### config.mk
export PLATFORM = sky130hd
export DESIGN_NAME = esb_source_bank
export DESIGN_NICKNAME = d
export VERILOG_FILES = /design/src/rtl/esb_pkg.sv /design/src/rtl/esb_addr_dec.sv /design/src/rtl/esb_src_cell.sv /design/src/rtl/esb_ntf_fifo.sv /design/src/rtl/esb_source_bank.sv
export SDC_FILE = /design/constraint.sdc
export NUM_CORES = 1
export LEC_CHECK = 0
export BUFFER_PORTS_ARGS = -buffer_cell sky130_fd_sc_hd__buf_2
export CORE_MARGIN = 1.5
export CORE_UTILIZATION = 40
export DETAILED_ROUTE_END_ITERATION = 12
export GPL_ROUTABILITY_DRIVEN = 0
export PLACE_DENSITY_LB_ADDON = 0.3
export SLEW_MARGIN = 0
export SYNTH_ARGS = -nofsm -noshare
export SYNTH_HDL_FRONTEND = slang
export SYNTH_SLANG_ARGS = --single-unit
### constraint.sdc
create_clock -name clk -period 2.4 [get_ports clk]
set_input_delay 0.24 -clock clk [delete_from_list [all_inputs] [get_ports clk]]
set_output_delay 0.24 -clock clk [all_outputs]
set_load 0.1 [all_outputs]
### src/rtl/esb_pkg.sv
package esb_pkg;

  typedef enum logic [2:0] {
    OP_NONE,
    OP_TRIG,
    OP_EOI,
    OP_GET,
    OP_SET
  } esb_op_e;

  typedef struct packed {
    esb_op_e    kind;
    logic [1:0] pq;
  } esb_cmd_t;

  localparam logic [1:0] PQ_IDLE   = 2'b00;
  localparam logic [1:0] PQ_OFF    = 2'b01;
  localparam logic [1:0] PQ_PEND   = 2'b10;
  localparam logic [1:0] PQ_QUEUED = 2'b11;

  localparam logic [11:0] OFS_EOI_LOAD  = 12'h000;
  localparam logic [11:0] OFS_EOI_STORE = 12'h400;
  localparam logic [11:0] OFS_GET       = 12'h800;
  localparam logic [11:0] OFS_SET_BASE  = 12'hC00;
  localparam logic [11:0] OFS_SET_FIELD = 12'h300;

endpackage

### src/rtl/esb_addr_dec.sv
module esb_addr_dec
  import esb_pkg::*;
#(
  parameter int N_SRC      = 8,
  parameter int PAGE_SHIFT = 13,
  parameter bit STORE_EOI  = 1'b1,
  parameter int SRC_W      = 3,
  parameter int ADDR_W     = 17
) (
  input  logic              req_valid,
  input  logic              req_write,
  input  logic [ADDR_W-1:0] req_addr,
  output logic              hit,
  output logic [SRC_W-1:0]  src,
  output esb_cmd_t          cmd
);

  localparam bit TWO_PAGE = (PAGE_SHIFT == 13) || (PAGE_SHIFT == 17);
  localparam int OFF_W    = TWO_PAGE ? PAGE_SHIFT - 1 : PAGE_SHIFT;
  localparam int IDX_W    = ADDR_W - PAGE_SHIFT;

  logic [IDX_W-1:0] page_idx;
  logic [OFF_W-1:0] off;
  logic             in_mgmt;

  assign page_idx = req_addr[ADDR_W-1:PAGE_SHIFT];
  assign off      = req_addr[OFF_W-1:0];
  assign in_mgmt  = TWO_PAGE ? req_addr[PAGE_SHIFT-1] : 1'b1;
  assign hit      = req_valid && (page_idx < IDX_W'(N_SRC));
  assign src      = page_idx[SRC_W-1:0];

  always_comb begin
    cmd = '{kind: OP_NONE, pq: PQ_IDLE};
    if (hit) begin
      if (req_write) begin
        if (TWO_PAGE && !in_mgmt) begin
          cmd.kind = OP_TRIG;
        end else if (STORE_EOI && off == OFF_W'(OFS_EOI_STORE)) begin
          cmd.kind = OP_EOI;
        end else if (!TWO_PAGE) begin
          cmd.kind = OP_TRIG;
        end
      end else if (in_mgmt) begin
        if (off == OFF_W'(OFS_EOI_LOAD)) begin
          cmd.kind = OP_EOI;
        end else if (off == OFF_W'(OFS_GET)) begin
          cmd.kind = OP_GET;
        end else if ((off & ~OFF_W'(OFS_SET_FIELD)) == OFF_W'(OFS_SET_BASE)) begin
          cmd.kind = OP_SET;
          cmd.pq   = off[9:8];
        end
      end
    end
  end

endmodule

### src/rtl/esb_src_cell.sv
module esb_src_cell
  import esb_pkg::*;
#(
  parameter bit IS_LSI = 1'b0
) (
  input  logic       clk,
  input  logic       rst_n,
  input  esb_cmd_t   cmd,
  input  logic       hw_edge,
  input  logic       lvl,
  output logic [1:0] pq,
  output logic       asserted,
  output logic       notify
);

  logic [1:0] pq_q, pq_d, pq_mid;
  logic       asrt_q, asrt_d;
  logic       trig, eoi_ntf, trig_ntf, pq_en;

  assign trig = hw_edge || (cmd.kind == OP_TRIG) || (IS_LSI && lvl && !asrt_q);

  // Software operation first, then any event on the resulting state.
  always_comb begin
    pq_mid  = pq_q;
    eoi_ntf = 1'b0;
    case (cmd.kind)
      OP_EOI: begin
        if (pq_q[0] || (IS_LSI && asrt_q)) begin
          pq_mid  = PQ_PEND;
          eoi_ntf = 1'b1;
        end else begin
          pq_mid = PQ_IDLE;
        end
      end
      OP_SET:  pq_mid = cmd.pq;
      default: pq_mid = pq_q;
    endcase
  end

  always_comb begin
    pq_d     = pq_mid;
    trig_ntf = 1'b0;
    if (trig) begin
      case (pq_mid)
        PQ_IDLE: begin
          pq_d     = PQ_PEND;
          trig_ntf = 1'b1;
        end
        PQ_PEND, PQ_QUEUED: pq_d = PQ_QUEUED;
        default:            pq_d = PQ_OFF;
      endcase
    end
  end

  assign pq_en  = trig || (cmd.kind == OP_EOI) || (cmd.kind == OP_SET);
  assign asrt_d = IS_LSI ? lvl : 1'b0;
  assign notify = eoi_ntf || trig_ntf;

  always_ff @(posedge clk or negedge rst_n) begin
    if (!rst_n) begin
      pq_q <= PQ_IDLE;
    end else if (pq_en) begin
      pq_q <= pq_d;
    end
  end

  always_ff @(posedge clk or negedge rst_n) begin
    if (!rst_n) begin
      asrt_q <= 1'b0;
    end else begin
      asrt_q <= asrt_d;
    end
  end

  assign pq       = pq_q;
  assign asserted = asrt_q;

  assert_notify_sets_p_R2: assert property (@(posedge clk) disable iff (!rst_n)
    notify |=> pq_q[1]);

  assert_coalesce_silent_R3: assert property (@(posedge clk) disable iff (!rst_n)
    (pq_q[1] && cmd.kind == OP_NONE) |-> !notify);

  assert_masked_sticky_R4: assert property (@(posedge clk) disable iff (!rst_n)
    (pq_q == PQ_OFF && cmd.kind == OP_NONE) |=> pq_q == PQ_OFF);

endmodule

### src/rtl/esb_ntf_fifo.sv
module esb_ntf_fifo #(
  parameter int DEPTH = 4,
  parameter int W     = 3
) (
  input  logic         clk,
  input  logic         rst_n,
  input  logic         push,
  input  logic [W-1:0] push_data,
  output logic         full,
  input  logic         pop,
  output logic         valid,
  output logic [W-1:0] data
);

  localparam int PTR_W = (DEPTH > 1) ? $clog2(DEPTH) : 1;
  localparam int CNT_W = $clog2(DEPTH + 1);

  logic [W-1:0]     mem_q [DEPTH];
  logic [PTR_W-1:0] wr_q, wr_d, rd_q, rd_d;
  logic [CNT_W-1:0] cnt_q, cnt_d;
  logic             do_push, do_pop;

  assign full    = (cnt_q == CNT_W'(DEPTH));
  assign valid   = (cnt_q != '0);
  assign do_push = push && !full;
  assign do_pop  = pop && valid;
  assign data    = mem_q[rd_q];

  always_comb begin
    wr_d  = wr_q;
    rd_d  = rd_q;
    cnt_d = cnt_q;
    if (do_push) wr_d = (wr_q == PTR_W'(DEPTH - 1)) ? '0 : wr_q + 1'b1;
    if (do_pop)  rd_d = (rd_q == PTR_W'(DEPTH - 1)) ? '0 : rd_q + 1'b1;
    if (do_push && !do_pop) cnt_d = cnt_q + 1'b1;
    if (do_pop && !do_push) cnt_d = cnt_q - 1'b1;
  end

  always_ff @(posedge clk or negedge rst_n) begin
    if (!rst_n) begin
      wr_q  <= '0;
      rd_q  <= '0;
      cnt_q <= '0;
    end else begin
      wr_q  <= wr_d;
      rd_q  <= rd_d;
      cnt_q <= cnt_d;
    end
  end

  for (genvar g = 0; g < DEPTH; g++) begin : g_slot
    logic slot_en;
    assign slot_en = do_push && (wr_q == PTR_W'(g));
    always_ff @(posedge clk or negedge rst_n) begin
      if (!rst_n) begin
        mem_q[g] <= '0;
      end else if (slot_en) begin
        mem_q[g] <= push_data;
      end
    end
  end

  assert_no_overflow_R11: assert property (@(posedge clk) disable iff (!rst_n)
    cnt_q <= CNT_W'(DEPTH));

endmodule

### src/rtl/esb_source_bank.sv
module esb_source_bank
  import esb_pkg::*;
#(
  parameter int               N_SRC      = 8,
  parameter int               PAGE_SHIFT = 13,
  parameter bit               STORE_EOI  = 1'b1,
  parameter logic [N_SRC-1:0] LSI_MASK   = N_SRC'(8'hC0),
  parameter int               QDEPTH     = 4,
  localparam int              SRC_W      = (N_SRC > 1) ? $clog2(N_SRC) : 1,
  localparam int              ADDR_W     = SRC_W + PAGE_SHIFT + 1
) (
  input  logic              clk,
  input  logic              rst_n,
  input  logic [N_SRC-1:0]  evt_pulse_i,
  input  logic [N_SRC-1:0]  lvl_i,
  input  logic              req_valid_i,
  input  logic              req_write_i,
  input  logic [ADDR_W-1:0] req_addr_i,
  output logic              rsp_valid_o,
  output logic [63:0]       rsp_data_o,
  output logic              ntf_valid_o,
  input  logic              ntf_ready_i,
  output logic [SRC_W-1:0]  ntf_src_o
);

  // Reset: asserted asynchronously, released on a clock edge.
  logic [1:0] rst_sync_q;
  logic       rst_ni;

  always_ff @(posedge clk or negedge rst_n) begin
    if (!rst_n) rst_sync_q <= 2'b00;
    else        rst_sync_q <= {rst_sync_q[0], 1'b1};
  end
  assign rst_ni = rst_sync_q[1];

  // Address decode.
  logic             hit;
  logic [SRC_W-1:0] sel;
  esb_cmd_t         cmd;

  esb_addr_dec #(
    .N_SRC(N_SRC), .PAGE_SHIFT(PAGE_SHIFT), .STORE_EOI(STORE_EOI),
    .SRC_W(SRC_W), .ADDR_W(ADDR_W)
  ) u_dec (
    .req_valid(req_valid_i), .req_write(req_write_i), .req_addr(req_addr_i),
    .hit(hit), .src(sel), .cmd(cmd)
  );

  // Source cells.
  logic [1:0]       pq_arr [N_SRC];
  logic [N_SRC-1:0] asrt_vec, ntf_vec;

  for (genvar g = 0; g < N_SRC; g++) begin : g_src
    esb_cmd_t cell_cmd;
    assign cell_cmd = (hit && sel == SRC_W'(g)) ? cmd : '{kind: OP_NONE, pq: PQ_IDLE};
    esb_src_cell #(.IS_LSI(LSI_MASK[g])) u_cell (
      .clk(clk), .rst_n(rst_ni), .cmd(cell_cmd),
      .hw_edge(evt_pulse_i[g]), .lvl(lvl_i[g]),
      .pq(pq_arr[g]), .asserted(asrt_vec[g]), .notify(ntf_vec[g])
    );
  end

  // Read response: state before the access.
  logic        rsp_valid_q, rsp_valid_d;
  logic [63:0] rsp_data_q, rsp_data_d;
  logic        status_rd;

  assign status_rd   = hit && !req_write_i &&
                       (cmd.kind == OP_EOI || cmd.kind == OP_GET || cmd.kind == OP_SET);
  assign rsp_valid_d = req_valid_i && !req_write_i;

  always_comb begin
    rsp_data_d = '0;
    if (status_rd) rsp_data_d[2:0] = {asrt_vec[sel], pq_arr[sel]};
  end

  always_ff @(posedge clk or negedge rst_ni) begin
    if (!rst_ni) begin
      rsp_valid_q <= 1'b0;
      rsp_data_q  <= '0;
    end else begin
      rsp_valid_q <= rsp_valid_d;
      rsp_data_q  <= rsp_data_d;
    end
  end

  assign rsp_valid_o = rsp_valid_q;
  assign rsp_data_o  = rsp_data_q;

  // Outstanding notification flags, drained lowest index first.
  logic [N_SRC-1:0] req_q, req_d, take_mask;
  logic [SRC_W-1:0] pick;
  logic             any_req, q_full, q_push;

  always_comb begin
    pick    = '0;
    any_req = 1'b0;
    for (int i = N_SRC - 1; i >= 0; i--) begin
      if (req_q[i]) begin
        pick    = SRC_W'(i);
        any_req = 1'b1;
      end
    end
  end

  assign q_push    = any_req && !q_full;
  assign take_mask = q_push ? (N_SRC'(1) << pick) : '0;
  assign req_d     = (req_q & ~take_mask) | ntf_vec;

  always_ff @(posedge clk or negedge rst_ni) begin
    if (!rst_ni) req_q <= '0;
    else         req_q <= req_d;
  end

  esb_ntf_fifo #(.DEPTH(QDEPTH), .W(SRC_W)) u_fifo (
    .clk(clk), .rst_n(rst_ni),
    .push(q_push), .push_data(pick), .full(q_full),
    .pop(ntf_ready_i), .valid(ntf_valid_o), .data(ntf_src_o)
  );

  assert_read_resp_R5: assert property (@(posedge clk) disable iff (!rst_ni)
    (req_valid_i && !req_write_i) |=> rsp_valid_o);

  assert_hold_offer_R11: assert property (@(posedge clk) disable iff (!rst_ni)
    (ntf_valid_o && !ntf_ready_i) |=> (ntf_valid_o && $stable(ntf_src_o)));

  assert_stray_silent_R12: assert property (@(posedge clk) disable iff (!rst_ni)
    (req_valid_i && !hit) |=> rsp_data_o == 64'd0);

endmodule

* Word level (Yosys, flattened, before mapping)
Index checks and enable logic that the tools add are counted.
** Word-level totals
- Flip-flop bits (word level) :: 51
- Memories :: 0
- ROM bits :: 0
- Logic and storage cells :: 294
- Memory bits (writable) :: 0
- Bits in latches :: 0
- Input port bits :: 38
** Operators by class
- Reduce and logical (&&, ||, !) cells :: 88
- Order comparisons :: 4
- Equality and inequality tests :: 58
- Bitwise logic cells :: 5
- Div/mod/pow operators :: 0
- Multipliers :: 0
- Multiplexer cells :: 113
- Add/subtract/negate cells :: 4
- Shifts and indexed selects :: 1
** Operator list (count)
- one-hot mux 2 bit (2 select lines) :: 16
- two-way mux 5 bit :: 11
- two-way mux 3 bit :: 17
- two-way mux 2 bit :: 24
- equality test 3 bit, second input constant :: 14
- two-way mux 1 bit :: 41
- equality test 2 bit, second input constant :: 19
- logical OR 1 bit :: 38
- equality test 3 x 2 -> 1 bit, second input constant :: 12
- equality test 3 x 1 -> 1 bit, second input constant :: 9
- logical AND 1 bit :: 23
- logical NOT 2 bit :: 9
- OR reduction 2 bit :: 8
- equality test 12 x 11 -> 1 bit, second input constant :: 1
- equality test 12 bit, second input constant :: 1
- logical NOT 12 bit :: 1
- equality test 10 bit, second input constant :: 1
- bitwise AND 8 bit :: 1
- two-way mux 8 bit :: 1
- inverter 8 bit :: 1
- bitwise OR 8 bit :: 1
- left shift 1 x 3 -> 8 bit, first input constant :: 1
- binary-select mux 2 bit (select 3 bit) :: 1
- binary-select mux 3 bit (select 2 bit) :: 1
- 15 further kinds :: 21

* Logic depth before layout (Yosys ltp)
- Depth in word-level cells :: 15
- Gate-level depth with buffers :: 9

* Hierarchy
A second synthesis with hierarchy kept.
** Unflattened totals
- Cell total of the unflattened synthesis :: 530
- Area, all modules :: 4759.6 sq um
** By module, submodules not included
- esb_src_cell (g_src[0].u_cell ...) :: sequential area each 50.0 sq um, cells an instance 34, area each 270.3 sq um, times used 6
- esb_source_bank :: sequential area each 350.3 sq um, cells an instance 184, area each 1571.5 sq um, times used 1
- esb_ntf_fifo :: sequential area each 475.5 sq um, cells an instance 70, area each 960.9 sq um, times used 1
- esb_src_cell (g_src[6].u_cell ...) :: sequential area each 75.1 sq um, cells an instance 26, area each 229.0 sq um, times used 2
- esb_addr_dec :: sequential area each 0.0 sq um, cells an instance 20, area each 147.6 sq um, times used 1

* Worst setup path before layout
Ideal clock, no wire load.
- Path kind :: register -> register
- From :: reg u_fifo.cnt_q[0]
- To :: reg u_fifo.cnt_q[2]
- Slack :: -0.125 ns
- Period minus slack after synthesis :: 2.525 ns
- Cell stages (with the launch flop) :: 10
- Setup time :: 0.079 ns
- Data arrival time :: 2.446 ns
- Path through :: dfrtp_1 or3_1 nand2_1 inv_1 ha_1 inv_1 fa_1 xor2_1 nor2_1 xor2_1
** RTL lines
- start: declaration :: line esb_ntf_fifo.sv:20 : logic [CNT_W-1:0] cnt_q, cnt_d;
- start signal: assignment :: line esb_ntf_fifo.sv:47 : cnt_q <= cnt_d;
- nonzero test 3 bit * :: line esb_ntf_fifo.sv:24 : assign valid = (cnt_q != '0);
- net ntf_valid_o :: line esb_source_bank.sv:21 : output logic ntf_valid_o,
- logical AND 1 bit * :: line esb_ntf_fifo.sv:26 : assign do_pop = pop && valid;
- net u_fifo.do_pop :: line esb_ntf_fifo.sv:21 : logic do_push, do_pop;
- logical NOT 1 bit :: line esb_ntf_fifo.sv:35 : if (do_push && !do_pop) cnt_d = cnt_q + 1'b1;
- logical AND 1 bit :: line esb_ntf_fifo.sv:35
- nonzero test 2 bit (no line)
The timed path passes the listed nets; every way through them passes the cells marked *. The select of a mux whose other input is x is not followed.
A chain may end at the register's enable or synchronous reset.

* Final worst setup path
- From :: reg req_q[4]
- To :: reg u_fifo.cnt_q[2]
** On the way
- Cells in the longest elaborated chain, start to end :: 10
** Ends and longest elaborated chain
- start: declaration :: line esb_source_bank.sv:91 : logic [N_SRC-1:0] req_q, req_d, take_mask;
- start signal: assignment :: line esb_source_bank.sv:112 : else req_q <= req_d;
- two-way mux 1 bit * (5 in series) :: line esb_source_bank.sv:99 : if (req_q[i]) begin
- logical AND 1 bit * :: line esb_source_bank.sv:106 : assign q_push = any_req && !q_full;
- logical AND 1 bit * :: line esb_ntf_fifo.sv:25 : assign do_push = push && !full;
- logical NOT 1 bit :: line esb_ntf_fifo.sv:36 : if (do_pop && !do_push) cnt_d = cnt_q - 1'b1;
- logical AND 1 bit :: line esb_ntf_fifo.sv:36
- two-way mux 3 bit / nonzero test 2 bit (equally long branches)
Every way passes the cells marked *; elsewhere a longest branch is shown, timed or not.

==> metrics.md <==
| Metric | Value |
|---|---|
| Row count | 33 |
| Top cells by area, synth | dfrtp_1 (37%), buf_4 (13%), mux4_2 (4.6%) |
| Io pins | 107 |
| Worst Slack Setup Final | 0.240 ns |
| Post-synthesis register bit count | 51 |
| Final worst path period share | 90.0% |
| Setup Slack @ Placement | 0.0524 ns |
| Port Buffer Count | 39 |
| Antenna diode count | 0 |
| Clock skew | 0.00615 ns |
| Drt total wl | 7.65 mm |
| Crit start category | register |
| DRT Pass-1 Iters | 5 |
| Die height | 95.7 um |
| Post-DR wirelength/cell | 15.0 um |
| # H-tree levels | 2 |
| CTS tree | built |
| Die Width | 95.7 um |
| Synth unique cells | 57 |
| Commonest non-fill, non-tap cell in the layout | conb_1 |
| Gr usage total | 17.7% |
| Crit. End Element | register |
| Core ar. | 8260 um2 |
| Drt drc | 0 |
| Fillers | 811 |
| Fraction of layout cells with a size suffix above 1 | 23.6% |
| CTS Buf Count | 5 |
| Vias/cell | 5.26 |
| PwrDens | 957 nW/um2 |
| Power Total | 3590 uW |
| Leakage | 0.00167 uW |
| Via Count | 2672 |
| Largest net degree at the start of global routing | 29 |
| Post-synth ARST share | 100% |
| Number of synthesized flops with an enable pin | 0 |
| Worst slew pin tran | 0.652 ns |
| Ys flop type | dfrtp_1 |
| Max Fclk | 463 MHz |
| Slew HR | 56.5% |
| Leading cell types in the layout, fill and taps excluded | conb_1 (62), dfrtp_1 (49), buf_2 (39) |
| P&R area growth vs syn | 9.17% |
| Slowest CP cell | dfrtp_2 |
| Register area share after synthesis | 37.1% |
| Max stage delay on crit path | 0.46 ns |
| Overflow after GRT | 0 |
| Synth Cell Area | 3440 um2 |
| Initial antenna violation count | 0 |
| Crit-path cells | nor4_4, a31oi_1, inv_1, ha_1, inv_1, fa_1, xor2_1, nor2_1, xor2_1 |
| Outcome | finished clean |
| Max FO, Critical Path | 4 |
| Setup violators final | 0 |
| Max rail drop VDD | 0.447 mV |
| Placed wire-length estimate | 5.93 mm |
| Type of the worst setup path | reg -> reg |
| Tmin final | 2.16 ns |
| Number of global-route vias before repair | 2546 |
| Final net count | 447 |
| Post-DRT Antenna Nets | 0 |
| Hold crit path type | in -> reg |
| Yosys top cell area share | 37.1% |
| Die ar. | 9160 um2 |
| Worst skew pair latency | 0.31 ns |
| Final Max Tran Viols | 0 |
| Clk root buf | clkbuf_8 |
| 1st-iter DRT viols | 104 |
| Critical path required time | 2.64 ns |
| Syn avg cell area | 9.88 um2 |
| Largest area contributor in the netlist | dfrtp_1 |
| Final Hold Viols | 0 |
| Clock slew at reported path FFs | 0.10 ns |
| First-pass GRT wire length | 12.3 mm |
| Critical path arrival | 2.40 ns |
| Synth warn | 0 |
| Max-cap violation count | 0 |
| Clock tree sinks | 51 |
| Bufs on Longest Clock Path | 2 |
| Initial core utilization | 41.6% |
| Post-synthesis cell count | 348 |
[per-stage QoR]
| stage | setup TNS (ns) | area [um2] | std cells | hold WS (ns) | utilization (%) |
|---|---|---|---|---|---|
| floorplan | 0 | 3660 | 408 | -0.0556 | - |
| global placement | 0 | 3630 | 499 | 0.0258 | 43.9 |
| detailed placement | 0 | 3630 | 499 | 0.0279 | 43.9 |
| CTS | 0 | 3740 | 508 | 0.0462 | 45.2 |
| global route | -0.0367 | 3750 | 508 | 0.0413 | 45.4 |
| finish | 0 | 3750 | 508 | 0.0456 | 45.4 |
[power breakdown]
part,internal [uW],switching (uW),total [uW]
combinational,534,1300,1830
sequential,1050,166,1220
clock,236,302,538
total,1820,1770,3590
[final cells by class]
class | count | area (um2) | area share (%)
multi-input combinational | 273 | 1850 | 49.4
inverter | 13 | 48.8 | 1.30
sequential | 51 | 1280 | 34.1
clock buffer | 6 | 82.6 | 2.20
clock inverter | 2 | 16.3 | 0.433
timing repair buffer | 58 | 340 | 9.07
tap | 105 | 131 | 3.50
[metal layers]
metal	routed length [um]	part of all wire (%)	up-vias	track usage (%)
met2	3710	48	105	28.8
li1	-	-	1269	-
met3	432	5.7	14	3.08
met5	0	0	-	0
met4	165	2.2	0	6.37
met1	3340	44	1284	23.5
[worst max-delay path, delay by kind of cell, from the launching register on]
kind            cells  cell delay (ns)
simple gates        2             0.43
xor+xnor            2             0.30
compound gates      1             0.14
buf+inv             2             0.17
fa+ha+maj           2             0.60
flops               1             0.46
[synth_stat cells, drive strengths merged, types with 2 or more instances]
master and instances:
inv 13, conb 2, a21oi 10, nand2 20, ha 6, o31a 4
o21a 4, o21ai 20, a221oi 2, nor3 5, buf 64, nor4bb 2
nor2b 3, o211ai 4, mux4 7, o31ai 16, nor3b 2, or2 2
nand2b 2, a2bb2oi 2, o21bai 7, xor2 3, and2 9, nor2 10
nand4 4, mux2 9, clkbuf 7, o221ai 2, a31oi 4, a21o 3
nor4 3, or3 5, o211a 2, a22o 6, a211o 2, and3 3
a32oi 6, dfrtp 51, mux2i 4, nand3 7
[timing repair]
item,CTS,global route
setup buffers,0,0
resized for setup,0,3
hold endpoints to repair,2,0
hold buffers,1,0
endpoints found under the setup margin,0,1
[path summary, 6_finish.rpt]
kind                                    start  depth (start not counted)  slack, ns                       end
worst max-delay path                 req_q[4]                          9       0.24           u_fifo.cnt_q[2]
worst min-delay path                 lvl_i[7]                          1       0.05  g_src[7].u_cell.asserted
worst max register to register       req_q[4]                          9       0.24           u_fifo.cnt_q[2]
worst min register to register  rst_sync_q[1]                          0       0.30     g_src[1].u_cell.pq[0]
max in group asynchronous       rst_sync_q[1]                          1       1.44                  req_q[4]
min in group asynchronous               rst_n                          2       0.23             rst_sync_q[1]
[sequential cells by signal, summed over array words and instances, names as in the netlist, 3 cells and up]
register / cells
req_q: 8
u_fifo.mem_q: 12
rsp_data_o: 3
u_fifo.cnt_q: 3
g_src.u_cell.pq: 16
[cells by family (layout without fill, tap and decap cells)]
group                      Yosys count  count (layout)  share of synthesized area, %
and+or+nand+nor                     82              82                          13.5
muxes                               20              20                          8.70
other                                2              62                         0.219
adders and majority gates            7               7                          2.77
xor gates and xnor gates             4               4                          1.02
buffers and inverters               84              79                          16.1
AOI/OAI and AO/OA                   98              98                          20.6
DFF                                 51              51                          37.1
Power figures use the tool's default switching activity.
